--- src/rtl/hbdt_pkg.sv ---
package hbdt_pkg;

    typedef enum logic [2:0] {
        ST_OFF     = 3'd0,
        ST_DEAD_HI = 3'd1,
        ST_HI_ON   = 3'd2,
        ST_DEAD_LO = 3'd3,
        ST_LO_ON   = 3'd4
    } hb_state_e;

    localparam int NUM_PRESETS = 4;
    localparam int MODE_W      = 3;

    // Nanoseconds to clock cycles, rounded to nearest, never below one.
    function automatic int ns_to_cycles(input int ns, input int clk_mhz);
        int c;
        c = (ns * clk_mhz + 500) / 1000;
        return (c < 1) ? 1 : c;
    endfunction

    function automatic int max4(input int a, input int b, input int c, input int d);
        int m;
        m = a;
        if (b > m) m = b;
        if (c > m) m = c;
        if (d > m) m = d;
        return m;
    endfunction

endpackage

--- src/rtl/hbdt_mode_decode.sv ---
module hbdt_mode_decode
    import hbdt_pkg::*;
#(
    parameter int CNT_W = 4,
    parameter int CYC_A = 3,
    parameter int CYC_B = 5,
    parameter int CYC_C = 7,
    parameter int CYC_D = 9
) (
    input  logic [MODE_W-1:0] mode_sel,
    output logic              shutdown,
    output logic [CNT_W-1:0]  reload_val
);
    localparam int CYC_ARR [NUM_PRESETS] = '{CYC_A, CYC_B, CYC_C, CYC_D};

    logic [CNT_W-1:0] preset_tbl [NUM_PRESETS];
    logic [1:0]       preset_idx;

    // Timer counts down to zero, so the stored value is one below the cycle count.
    for (genvar gi = 0; gi < NUM_PRESETS; gi++) begin : g_preset
        assign preset_tbl[gi] = CNT_W'(CYC_ARR[gi] - 1);
    end

    always_comb begin
        shutdown   = (mode_sel == '0);
        preset_idx = 2'd0;
        if (mode_sel >= MODE_W'(4))      preset_idx = 2'd3;
        else if (mode_sel == MODE_W'(3)) preset_idx = 2'd2;
        else if (mode_sel == MODE_W'(2)) preset_idx = 2'd1;
        else                             preset_idx = 2'd0;
        reload_val = preset_tbl[preset_idx];
    end

endmodule

--- src/rtl/hbdt_dt_timer.sv ---
module hbdt_dt_timer #(
    parameter int CNT_W = 4
) (
    input  logic             clk,
    input  logic             rst_n,
    input  logic             load,
    input  logic [CNT_W-1:0] load_val,
    output logic             expired
);
    logic [CNT_W-1:0] cnt_q;

    always_ff @(posedge clk or negedge rst_n) begin
        if (!rst_n) begin
            cnt_q <= '0;
        end else if (load) begin
            cnt_q <= load_val;
        end else if (cnt_q != '0) begin
            cnt_q <= cnt_q - 1'b1;
        end
    end

    assign expired = (cnt_q == '0);


    preload_chk: assert property (@(posedge clk) disable iff (!rst_n)
        (load && (load_val != '0)) |=> !expired);


    idle_hold_chk: assert property (@(posedge clk) disable iff (!rst_n)
        (!load && expired) |=> expired);

endmodule

--- src/rtl/hbdt_fsm.sv ---
module hbdt_fsm
    import hbdt_pkg::*;
(
    input  logic clk,
    input  logic rst_n,
    input  logic pwm,
    input  logic halt,
    input  logic expired,
    output logic load,
    output logic hs_en,
    output logic ls_en
);
    hb_state_e state_q, state_nxt;

    // State register
    always_ff @(posedge clk or negedge rst_n) begin
        if (!rst_n) state_q <= ST_OFF;
        else        state_q <= state_nxt;
    end

    // Next-state and timer reload
    always_comb begin
        state_nxt = state_q;
        load      = 1'b0;
        if (halt) begin
            state_nxt = ST_OFF;
        end else begin
            unique case (state_q)
                ST_OFF: begin
                    load      = 1'b1;
                    state_nxt = pwm ? ST_DEAD_HI : ST_DEAD_LO;
                end
                ST_DEAD_HI: begin
                    if (!pwm) begin
                        load      = 1'b1;
                        state_nxt = ST_DEAD_LO;
                    end else if (expired) begin
                        state_nxt = ST_HI_ON;
                    end
                end
                ST_HI_ON: begin
                    if (!pwm) begin
                        load      = 1'b1;
                        state_nxt = ST_DEAD_LO;
                    end
                end
                ST_DEAD_LO: begin
                    if (pwm) begin
                        load      = 1'b1;
                        state_nxt = ST_DEAD_HI;
                    end else if (expired) begin
                        state_nxt = ST_LO_ON;
                    end
                end
                ST_LO_ON: begin
                    if (pwm) begin
                        load      = 1'b1;
                        state_nxt = ST_DEAD_HI;
                    end
                end
                default: state_nxt = ST_OFF;
            endcase
        end
    end

    // Registered outputs, decoded from the next state
    always_ff @(posedge clk or negedge rst_n) begin
        if (!rst_n) begin
            hs_en <= 1'b0;
            ls_en <= 1'b0;
        end else begin
            hs_en <= (state_nxt == ST_HI_ON);
            ls_en <= (state_nxt == ST_LO_ON);
        end
    end


    no_overlap_chk: assert property (@(posedge clk) disable iff (!rst_n)
        !(hs_en && ls_en));


    halt_off_chk: assert property (@(posedge clk) disable iff (!rst_n)
        halt |=> (!hs_en && !ls_en));


    hs_phase_chk: assert property (@(posedge clk) disable iff (!rst_n)
        hs_en |-> ($past(pwm) && !$past(halt)));


    ls_phase_chk: assert property (@(posedge clk) disable iff (!rst_n)
        ls_en |-> (!$past(pwm) && !$past(halt)));


    hs_gap_chk: assert property (@(posedge clk) disable iff (!rst_n)
        $rose(hs_en) |-> !$past(ls_en));


    ls_gap_chk: assert property (@(posedge clk) disable iff (!rst_n)
        $rose(ls_en) |-> !$past(hs_en));

endmodule

--- src/rtl/hb_deadtime_gen.sv ---
module hb_deadtime_gen
    import hbdt_pkg::*;
#(
    parameter int CLK_MHZ = 200,
    parameter int DT_A_NS = 15,
    parameter int DT_B_NS = 25,
    parameter int DT_C_NS = 35,
    parameter int DT_D_NS = 45
) (
    input  logic              clk,
    input  logic              rst_n,
    input  logic              pwm_in,
    input  logic [MODE_W-1:0] mode_sel,
    input  logic              supply_ok,
    output logic              hs_en,
    output logic              ls_en
);
    localparam int CYC_A   = ns_to_cycles(DT_A_NS, CLK_MHZ);
    localparam int CYC_B   = ns_to_cycles(DT_B_NS, CLK_MHZ);
    localparam int CYC_C   = ns_to_cycles(DT_C_NS, CLK_MHZ);
    localparam int CYC_D   = ns_to_cycles(DT_D_NS, CLK_MHZ);
    localparam int CYC_MAX = max4(CYC_A, CYC_B, CYC_C, CYC_D);
    localparam int CNT_W   = (CYC_MAX < 2) ? 1 : $clog2(CYC_MAX);

    logic             shutdown;
    logic             halt;
    logic             load;
    logic             expired;
    logic [CNT_W-1:0] reload_val;

    hbdt_mode_decode #(
        .CNT_W (CNT_W),
        .CYC_A (CYC_A),
        .CYC_B (CYC_B),
        .CYC_C (CYC_C),
        .CYC_D (CYC_D)
    ) u_decode (
        .mode_sel   (mode_sel),
        .shutdown   (shutdown),
        .reload_val (reload_val)
    );

    assign halt = shutdown | ~supply_ok;

    hbdt_dt_timer #(
        .CNT_W (CNT_W)
    ) u_timer (
        .clk      (clk),
        .rst_n    (rst_n),
        .load     (load),
        .load_val (reload_val),
        .expired  (expired)
    );

    hbdt_fsm u_fsm (
        .clk     (clk),
        .rst_n   (rst_n),
        .pwm     (pwm_in),
        .halt    (halt),
        .expired (expired),
        .load    (load),
        .hs_en   (hs_en),
        .ls_en   (ls_en)
    );


    supply_off_chk: assert property (@(posedge clk) disable iff (!rst_n)
        !supply_ok |=> (!hs_en && !ls_en));

endmodule

--- config.mk ---
export PLATFORM = sky130hd
export DESIGN_NAME = hb_deadtime_gen
export DESIGN_NICKNAME = d
export VERILOG_FILES = /design/src/rtl/hbdt_pkg.sv /design/src/rtl/hbdt_mode_decode.sv /design/src/rtl/hbdt_dt_timer.sv /design/src/rtl/hbdt_fsm.sv /design/src/rtl/hb_deadtime_gen.sv
export SDC_FILE = /design/constraint.sdc
export NUM_CORES = 1
export LEC_CHECK = 0
export BUFFER_PORTS_ARGS = -buffer_cell sky130_fd_sc_hd__buf_4
export CORE_AREA = 2 2 39 41
export CTS_CLUSTER_SIZE = 25
export DETAILED_ROUTE_END_ITERATION = 6
export DIE_AREA = 0 0 41 43
export HOLD_SLACK_MARGIN = 0.02
export SLEW_MARGIN = 25
export SYNTH_ARGS = -nofsm -noshare
export SYNTH_HDL_FRONTEND = slang
export SYNTH_SLANG_ARGS = --single-unit
--- constraint.sdc ---
create_clock -name clk -period 1.8 [get_ports clk]
set_input_delay 0.09 -clock clk [delete_from_list [all_inputs] [get_ports clk]]
set_output_delay 0.09 -clock clk [all_outputs]
set_load 0.01 [all_outputs]
==> reports/qor.csv, run 1 <==
metric,value,unit
route.met2.wl,553,µm
place_congestion,0.7425,
period_share,90.45,%
cts_root_buf,sky130_fd_sc_hd__clkbuf_4,
layout.filler_cells,141,
wire_per_inst,12.44,µm
yosys_register_bits,9,
clk_pin_slew,0.07,ns
hold_viol_final,0,
slowest_delay,0.38,ns
outcome,finished clean,
timing_worst_setup_path_type,reg -> reg,
r2r_cell_count,6,
grt_start_max_net_pins,10,
drc,0,
synthCells,55,
critical-path-slowest-cell,sky130_fd_sc_hd__dfrtp_1,
start_kind,register,
number_of_buffers_between_clock_root_and_the_deepest_sink,2,
cts-buffers-inserted,3,
max-slew-margin-rel,71.49,%
crit_chain,inv_1 > ha_1 > nor3b_4 > buf_4 > mux2i_1 > mux2_2,
detailedPlace.worstSlack,0.1187,ns
overflow,0,
clk_sink_count,9,
yosysMostFrequentCell,sky130_fd_sc_hd__dfrtp_1,
port_buffers,8,
chipWidth,41,µm
netlist_area_before_placement,585.6,µm²
report.final.setup_viol,0,
max_clock_freq,614.2,MHz
antenna_found_initial,0,
synth.area.top_cells,"sky130_fd_sc_hd__dfrtp_1, sky130_fd_sc_hd__mux2_2, sky130_fd_sc_hd__mux2i_1, sky130_fd_sc_hd__inv_1, sky130_fd_sc_hd__a31oi_4",
initial_core_util,42.31,%
antenna_cells_inserted,0,
dr_total_vias,461,
yosysSeqAreaShare,38.46,%
cts-htree-levels,1,
area_enclosed_by_the_die_boundary,1763,µm²
yosys_most_used_dff,sky130_fd_sc_hd__dfrtp_1,
detail_routed_via_count_per_cell,5.360,
synthesis.nets,63,
drive_gt1_share,35.71,%
worstPathRequired,1.94,ns
clkLatencyLatePin,0.26,ns
synthesis.yosys.warnings,0,
skew,0.004642,ns
power.static_leakage,0.3232,nW
tritoncts,done,
design.core.area,1384,µm²
detail_route.wirelength.met1,489,µm
drt_iter0_markers,3,
met3_wirelength,12,µm
design.portCount,9,
num-nets-final,79,
arrival,1.77,ns
areaGrowthSynthToFinish,23.29,%
die_height,43,µm
antenna_violating_nets_post_route,0,
rsz0062_at_grt,no,
power.density_cell_area,1160,nW/µm²
grt_first_pass_wirelength,1863,µm
clock_period_minus_final_worst_setup_slack,1.628,ns
vdd.ir_drop.worst,0.0004148,V
synth_edf_count,0,
hpwl,799.4,µm
syn_avg_cell_area,10.65,µm²
setup_tns,0,ns
synth_largest_type_area_fraction,38.46,%
maxSlewViolCount,0,
hold_class,in -> reg,
synth_cell_types,27,
whs_path_depth,2,
route.top_layer_used,met4,
drt_first_pass_iters,2,
grt_pass1_vias,444,
track_usage,16.23,%
setup_crit_end_kind,register,
floorplan.rows,14,
setup_ws,0.1718,ns
async_flop_share,100.0,%
drv.max_cap_violation_count,0,
path_max_fanout,6,
post_synthesis_cell_type_with_the_largest_combined_area,sky130_fd_sc_hd__dfrtp_1,
timing_worst_slew_pin_value,0.4276,ns
wl,1070,µm
yosys-top-cells-count,"sky130_fd_sc_hd__dfrtp_1, sky130_fd_sc_hd__inv_1, sky130_fd_sc_hd__a21oi_1, sky130_fd_sc_hd__nor3_1",
==> registers in the layout, summed over array words and instances (netlist names) <==
| register | cells |
|---|---|
| u_fsm.hs_en | 1 |
| u_fsm.ls_en | 1 |
| u_fsm.state_q | 3 |
| u_timer.cnt_q | 4 |
==> cells in the final DEF (no fill, tap or decap) <==
cell type,instances
sky130_fd_sc_hd__nand3_1,1
sky130_fd_sc_hd__clkbuf_4,3
sky130_fd_sc_hd__o221a_2,1
sky130_fd_sc_hd__a31oi_4,1
sky130_fd_sc_hd__a22oi_1,1
sky130_fd_sc_hd__and3b_2,1
sky130_fd_sc_hd__clkinv_2,1
sky130_fd_sc_hd__a211o_1,1
sky130_fd_sc_hd__a31oi_1,1
sky130_fd_sc_hd__xnor2_1,1
sky130_fd_sc_hd__nand4b_1,1
sky130_fd_sc_hd__dfrtp_1,9
sky130_fd_sc_hd__nor3b_4,1
sky130_fd_sc_hd__mux2_2,3
sky130_fd_sc_hd__nand2b_1,2
sky130_fd_sc_hd__o31ai_4,1
sky130_fd_sc_hd__dlygate4sd3_1,1
sky130_fd_sc_hd__mux2i_1,3
sky130_fd_sc_hd__buf_4,12
sky130_fd_sc_hd__a2111oi_2,1
sky130_fd_sc_hd__nor2_1,3
sky130_fd_sc_hd__inv_1,7
sky130_fd_sc_hd__a21oi_1,4
sky130_fd_sc_hd__ha_1,1
sky130_fd_sc_hd__nor3_1,4
sky130_fd_sc_hd__or3b_1,1
sky130_fd_sc_hd__nor2b_1,2
sky130_fd_sc_hd__a2111oi_1,1
sky130_fd_sc_hd__and3b_1,1
==> critical path: cells and delay by family, from the launching register on <==
kind          cells  cell delay, ns
flops             1            0.38
buf+inv           2            0.28
fa+ha+maj         1            0.21
simple gates      1            0.33
mux               2            0.32
==> repair_timing <==
action                                  4_1_cts  5_1_grt
hold endpoints to repair                      9        0
hold buffers                                  1        0
gates resized for setup                       0        1
buffers inserted                              0        3
endpoints found under the setup margin        0        2
==> worst paths after layout <==
| check | startpoint | endpoint | slack, ns |
|---|---|---|---|
| worst max-delay path | u_timer.cnt_q[0] | u_timer.cnt_q[1] | 0.17 |
| worst max register to register | u_timer.cnt_q[0] | u_timer.cnt_q[1] | 0.17 |
| min in group asynchronous | rst_n | u_fsm.state_q[2] | 0.19 |
| max in group asynchronous | rst_n | u_fsm.state_q[1] | 1.47 |
| worst min-delay path | pwm_in | u_fsm.ls_en | 0.06 |
| worst min register to register | u_fsm.state_q[2] | u_fsm.state_q[1] | 0.61 |
==> through the flow <==
stage | power [W] | cell area [µm²] | hold slack, ns | cells | util, %
5_1_grt | 0.0009093 | 721.9 | 0.06183 | 86 | 52.17
3_5_place_dp | 0.0006505 | 660.6 | -0.07834 | 78 | 47.74
6_report | 0.0008377 | 721.9 | 0.06167 | 86 | 52.17
3_3_place_gp | 0.0006408 | 660.6 | -0.08057 | 78 | 47.74
4_1_cts | 0.0008140 | 698.2 | 0.05137 | 83 | 50.45
2_1_floorplan | 0.0005725 | 585.6 | -0.2056 | 55 | -
==> where the power goes <==
| part | total (W) | switching, W | leakage, nW | internal, W |
|---|---|---|---|---|
| Clock | 0.000157 | 0.0000745 | 0.0177 | 0.0000820 |
| Sequential | 0.000308 | 0.0000526 | 0.115 | 0.000255 |
| Combinational | 0.000373 | 0.000159 | 0.190 | 0.000214 |
| Total | 0.000838 | 0.000286 | 0.323 | 0.000552 |
==> metal layers <==
layer | up-vias | track usage (%)
li1 | 227 | -
met1 | 229 | 20.27
met2 | 3 | 24.38
met3 | 2 | 1.571
met4 | 0 | 12.00
met5 | - | 0
==> layout make-up <==
type                    count  area [µm²]  share of cell area [%]
clock buffers               3       22.52                   3.120
well taps                  16       20.02                   2.773
clock inverters             1       5.005                  0.6932
multi-input cells          37       322.8                   44.71
flip-flops and latches      9       225.2                   31.20
repair buffers             13       100.1                   13.86
inverters                   7       26.28                   3.640
==> cells by family (layout without fill, tap and decap cells) <==
group / after synthesis / after routing / synth area share [%]
mux: 6 / 6 / 10.90
xor+xnor: 1 / 1 / 1.496
simple gates: 17 / 17 / 19.87
fa+ha+maj: 1 / 1 / 2.136
buf+inv: 9 / 24 / 6.624
flops: 9 / 9 / 38.46
compound gates: 12 / 12 / 20.51
Note: power is estimated with default switching activity, not from simulation.
==> run 2, diff against run 1 <==
- ABC_AREA: unset -> 1
- CORE_AREA: 2 2 39 41 -> unset
- CORE_MARGIN: unset -> 1
- CORE_UTILIZATION: unset -> 40
- CTS_BUF_LIST: unset -> sky130_fd_sc_hd__clkbuf_4 sky130_fd_sc_hd__clkbuf_8
- DIE_AREA: 0 0 41 43 -> unset
==> run 2 against run 1 <==
Net effect: the flow now finishes with violations (design-rule violations); non-clock buffer count is 4 lower; first-iteration DRC count is 130% higher; synthesized cell count is 47% higher; flip-flop and latch count stayed put; core utilization is 0.15 points lower; power is 7.4% lower; clock power is 6% higher; clock skew is 0.0032 ns higher; register-to-register slack better by 0.26 ns; wire length is 5.9% lower; largest cell class unchanged; highest routed layer unchanged.
==> reports/qor.csv, run 2 <==
metric,value,unit,change
worst_r2r_start,u_timer.cnt_q[0],,
violations,design-rule violations,,
synth-compound-area-share,11.38,%,-9.1 points
cts-buffers-inserted,3,,unchanged
track_usage,18.25,%,+2.0 points
max-slew-margin-rel,87.09,%,+16 points
place_congestion,0.7996,,+7.7%
power.static_leakage,0.3867,nW,+20%
layout_top_registers,"u_timer.cnt_q x4, u_fsm.state_q x3",,
drc,1,,+1
synth.area.top_cells,"sky130_fd_sc_hd__dfrtp_1, sky130_fd_sc_hd__nand2_1, sky130_fd_sc_hd__inv_1, sky130_fd_sc_hd__nor2_1, sky130_fd_sc_hd__nand3_1",,
design.portCount,9,,unchanged
max_clock_freq,729.9,MHz,+19%
period_share,76.12,%,-14 points
antenna_violating_nets_post_route,0,,unchanged
yosys_register_bits,9,,unchanged
synth_top_family_by_area,simple AND/OR/NAND/NOR gates,,
async_flop_share,100.0,%,unchanged
skew,0.007863,ns,+0.003221 ns
wire_per_inst,9.239,µm,-26%
dp_cells,104,,+33%
arrival,1.58,ns,-0.19 ns
synthCells,81,,+47%
yosys_most_used_dff,sky130_fd_sc_hd__dfrtp_1,,
cp-endpoint,u_fsm.hs_en,,
slowest_delay,0.38,ns,about the same
drt_iter0_markers,7,,+4
wl,1007,µm,-5.9%
holdCritStartpoint,mode_sel[2],,
worstSetupPathDepth,10,,+4
r2r_cell_count,10,,+4
hpwl,793,µm,-0.80%
detailed_place.area,639.4,µm²,-3.2%
synth_cell_types,15,,-44%
yosys-top-cells-count,"sky130_fd_sc_hd__nand2_1, sky130_fd_sc_hd__inv_1, sky130_fd_sc_hd__nor2_1",,
layout.cells.non_filler,109,,+27%
chipWidth,39.44,µm,-3.8%
worstPathRequired,2.01,ns,+0.07 ns
report.final.setup_viol,0,,unchanged
dr_total_vias,479,,+3.9%
cp_common_cell,sky130_fd_sc_hd__nand2_1,,
drive_gt1_share,22.34,%,-13 points
timing_worst_slew_pin_value,0.1925,ns,-0.2351 ns
syn_avg_cell_area,6.920,µm²,-35%
grt_pass1_vias,442,,-0.45%
synthesis.nets,89,,+41%
netlist_area_before_placement,560.5,µm²,-4.3%
whs_path_depth,3,,+1
detail_routed_via_count_per_cell,4.394,,-18%
grt_start_max_net_pins,10,,unchanged
power.density_cell_area,1146,nW/µm²,-1.2%
die_height,39.44,µm,-8.3%
start_kind,register,,
cts_root_buf,sky130_fd_sc_hd__clkbuf_4,,
cp.buffers_inverters,1,,-1
crit_family,simple AND/OR/NAND/NOR gates,,
setup_crit_end_kind,register,,
postLayoutCellArea,676.9,µm²,-6.2%
synth_xor_area_share,1.563,%,+0.067 points
vdd.ir_drop.worst,0.0004923,V,+19%
areaGrowthSynthToFinish,20.76,%,
timing_worst_setup_path_type,reg -> reg,,
postCtsResizedCells,0,,unchanged
critical_path.startpoint,u_timer.cnt_q[0],,
synth_edf_count,0,,unchanged
maxSlewViolCount,0,,unchanged
rsz0062_at_grt,no,,
synth_simple_gate_area_share,33.26,%,+13 points
area_enclosed_by_the_die_boundary,1555,µm²,-12%
floorplan.rows,13,,-1
outcome,"complete, but fails checks",,
synth.mux.area_fraction,0,%,-11 points
num-nets-final,103,,+30%
synthAdderAreaFrac,2.232,%,+0.095 points
clk_sink_count,9,,unchanged
cts-htree-levels,1,,unchanged
path_max_fanout,4,,-2
final_cell_mix,"sky130_fd_sc_hd__nand2_1, sky130_fd_sc_hd__inv_1, sky130_fd_sc_hd__nor2_1",,
port_buffers,8,,unchanged
design.core.area,1301,µm²,-6.0%
hold_class,in -> reg,,
drv.max_cap_violation_count,0,,unchanged
antenna_found_initial,0,,unchanged
yosysSeqAreaShare,40.18,%,+1.7 points
clkLatencyLatePin,0.27,ns,about the same
register_with_the_most_flip_flops,u_timer.cnt_q,,
synthesis.yosys.warnings,0,,unchanged
hold_viol_final,0,,unchanged
initial_core_util,43.08,%,+0.76 points
layout.filler_cells,124,,-12%
post_cts.repair.setup_buffers,0,,unchanged
number_of_flip_flops_in_the_largest_register,4,,unchanged
yosysMostFrequentCell,sky130_fd_sc_hd__nand2_1,,
number_of_buffers_between_clock_root_and_the_deepest_sink,2,,unchanged
grt_first_pass_wirelength,1814,µm,-2.6%
setup_tns,0,ns,unchanged
crit_chain,inv_1 > ha_1 > nand2_1 > nor2_2 > nand2_1 > nand2_1 > nand2_1 > nand2_1 > nand2_1 > nor2_1,,
synth_largest_type_area_fraction,40.18,%,+1.7 points
antenna_cells_inserted,0,,unchanged
layout_commonest_cell,sky130_fd_sc_hd__nand2_1,,
ff2ff_setup_slack,0.43,ns,+0.26 ns
tritoncts,done,,
post_synthesis_cell_type_with_the_largest_combined_area,sky130_fd_sc_hd__dfrtp_1,,
critical-path-slowest-cell,sky130_fd_sc_hd__dfrtp_1,,
crit_reg_reg_endpoint,u_fsm.hs_en,,
overflow,0,,unchanged
drt_first_pass_iters,6,,+4
clk_pin_slew,0.07,ns,about the same
clock_period_minus_final_worst_setup_slack,1.370,ns,-0.2580 ns
==> run 2: worst min-delay path by stage <==
stage                                  end  slack (ns)
after floorplan                u_fsm.hs_en       -0.21
after global placement         u_fsm.ls_en       -0.08
after detailed placement       u_fsm.ls_en       -0.08
after CTS                 u_timer.cnt_q[3]        0.07
after global routing      u_timer.cnt_q[3]        0.08
final                     u_timer.cnt_q[3]        0.08
==> run 2: layout make-up <==
class                      count  area (µm²)  share of cell area (%)
timing repair buffer           9       70.07                   10.35
multi-input combinational     55       271.5                   40.11
sequential                     9       225.2                   33.27
tap                           15       18.77                   2.773
clock inverter                 1       5.005                  0.7394
inverter                      17       63.81                   9.427
clock buffer                   3       22.52                   3.327
==> run 2: worst register-to-register path, delay by kind of cell, from the launching register on <==
family / cells / cell delay [ns]
buffers and inverters: 1 / 0.10
and+or+nand+nor: 8 / 0.61
adders and majority gates: 1 / 0.21
DFF: 1 / 0.38
==> run 2: timing repair <==
item,4_1_cts,5_1_grt
hold endpoints to repair,9,0
setup endpoints to repair,0,0
hold buffers,1,0
==> run 2: metrics by stage <==
stage          setup slack, ns   power, W  hold WS [ns]  util (%)
6_report                0.4299  0.0007757       0.07684     52.02
5_1_grt                 0.2361  0.0008558       0.08117     52.02
4_1_cts                 0.4218  0.0007830       0.07199     52.02
3_5_place_dp            0.4386  0.0006136      -0.07833     49.13
3_3_place_gp            0.4809  0.0006108      -0.08077     49.13
2_1_floorplan           0.5805  0.0005498       -0.2056         -
==> run 2: logic make-up after synthesis <==
logic type / after synthesis
compound gates: 10
buf+inv: 17
simple gates: 43
fa+ha+maj: 1
xor+xnor: 1
flops: 9
==> run 2: where the power goes <==
part / switching [W] / internal, W / leakage [nW]
combinational: 0.000181 / 0.000133 / 0.255
sequential: 0.0000381 / 0.000257 / 0.114
clock: 0.0000844 / 0.0000824 / 0.0177
==> run 2: metal layers <==
metal  GRT usage, %  vias up  routed length [µm]
li1               -      271                   -
met1          24.65      193                 534
met2          24.18       12                 411
met3          5.114        3                  31
met4          12.93        0                  29
met5              0        -                   0
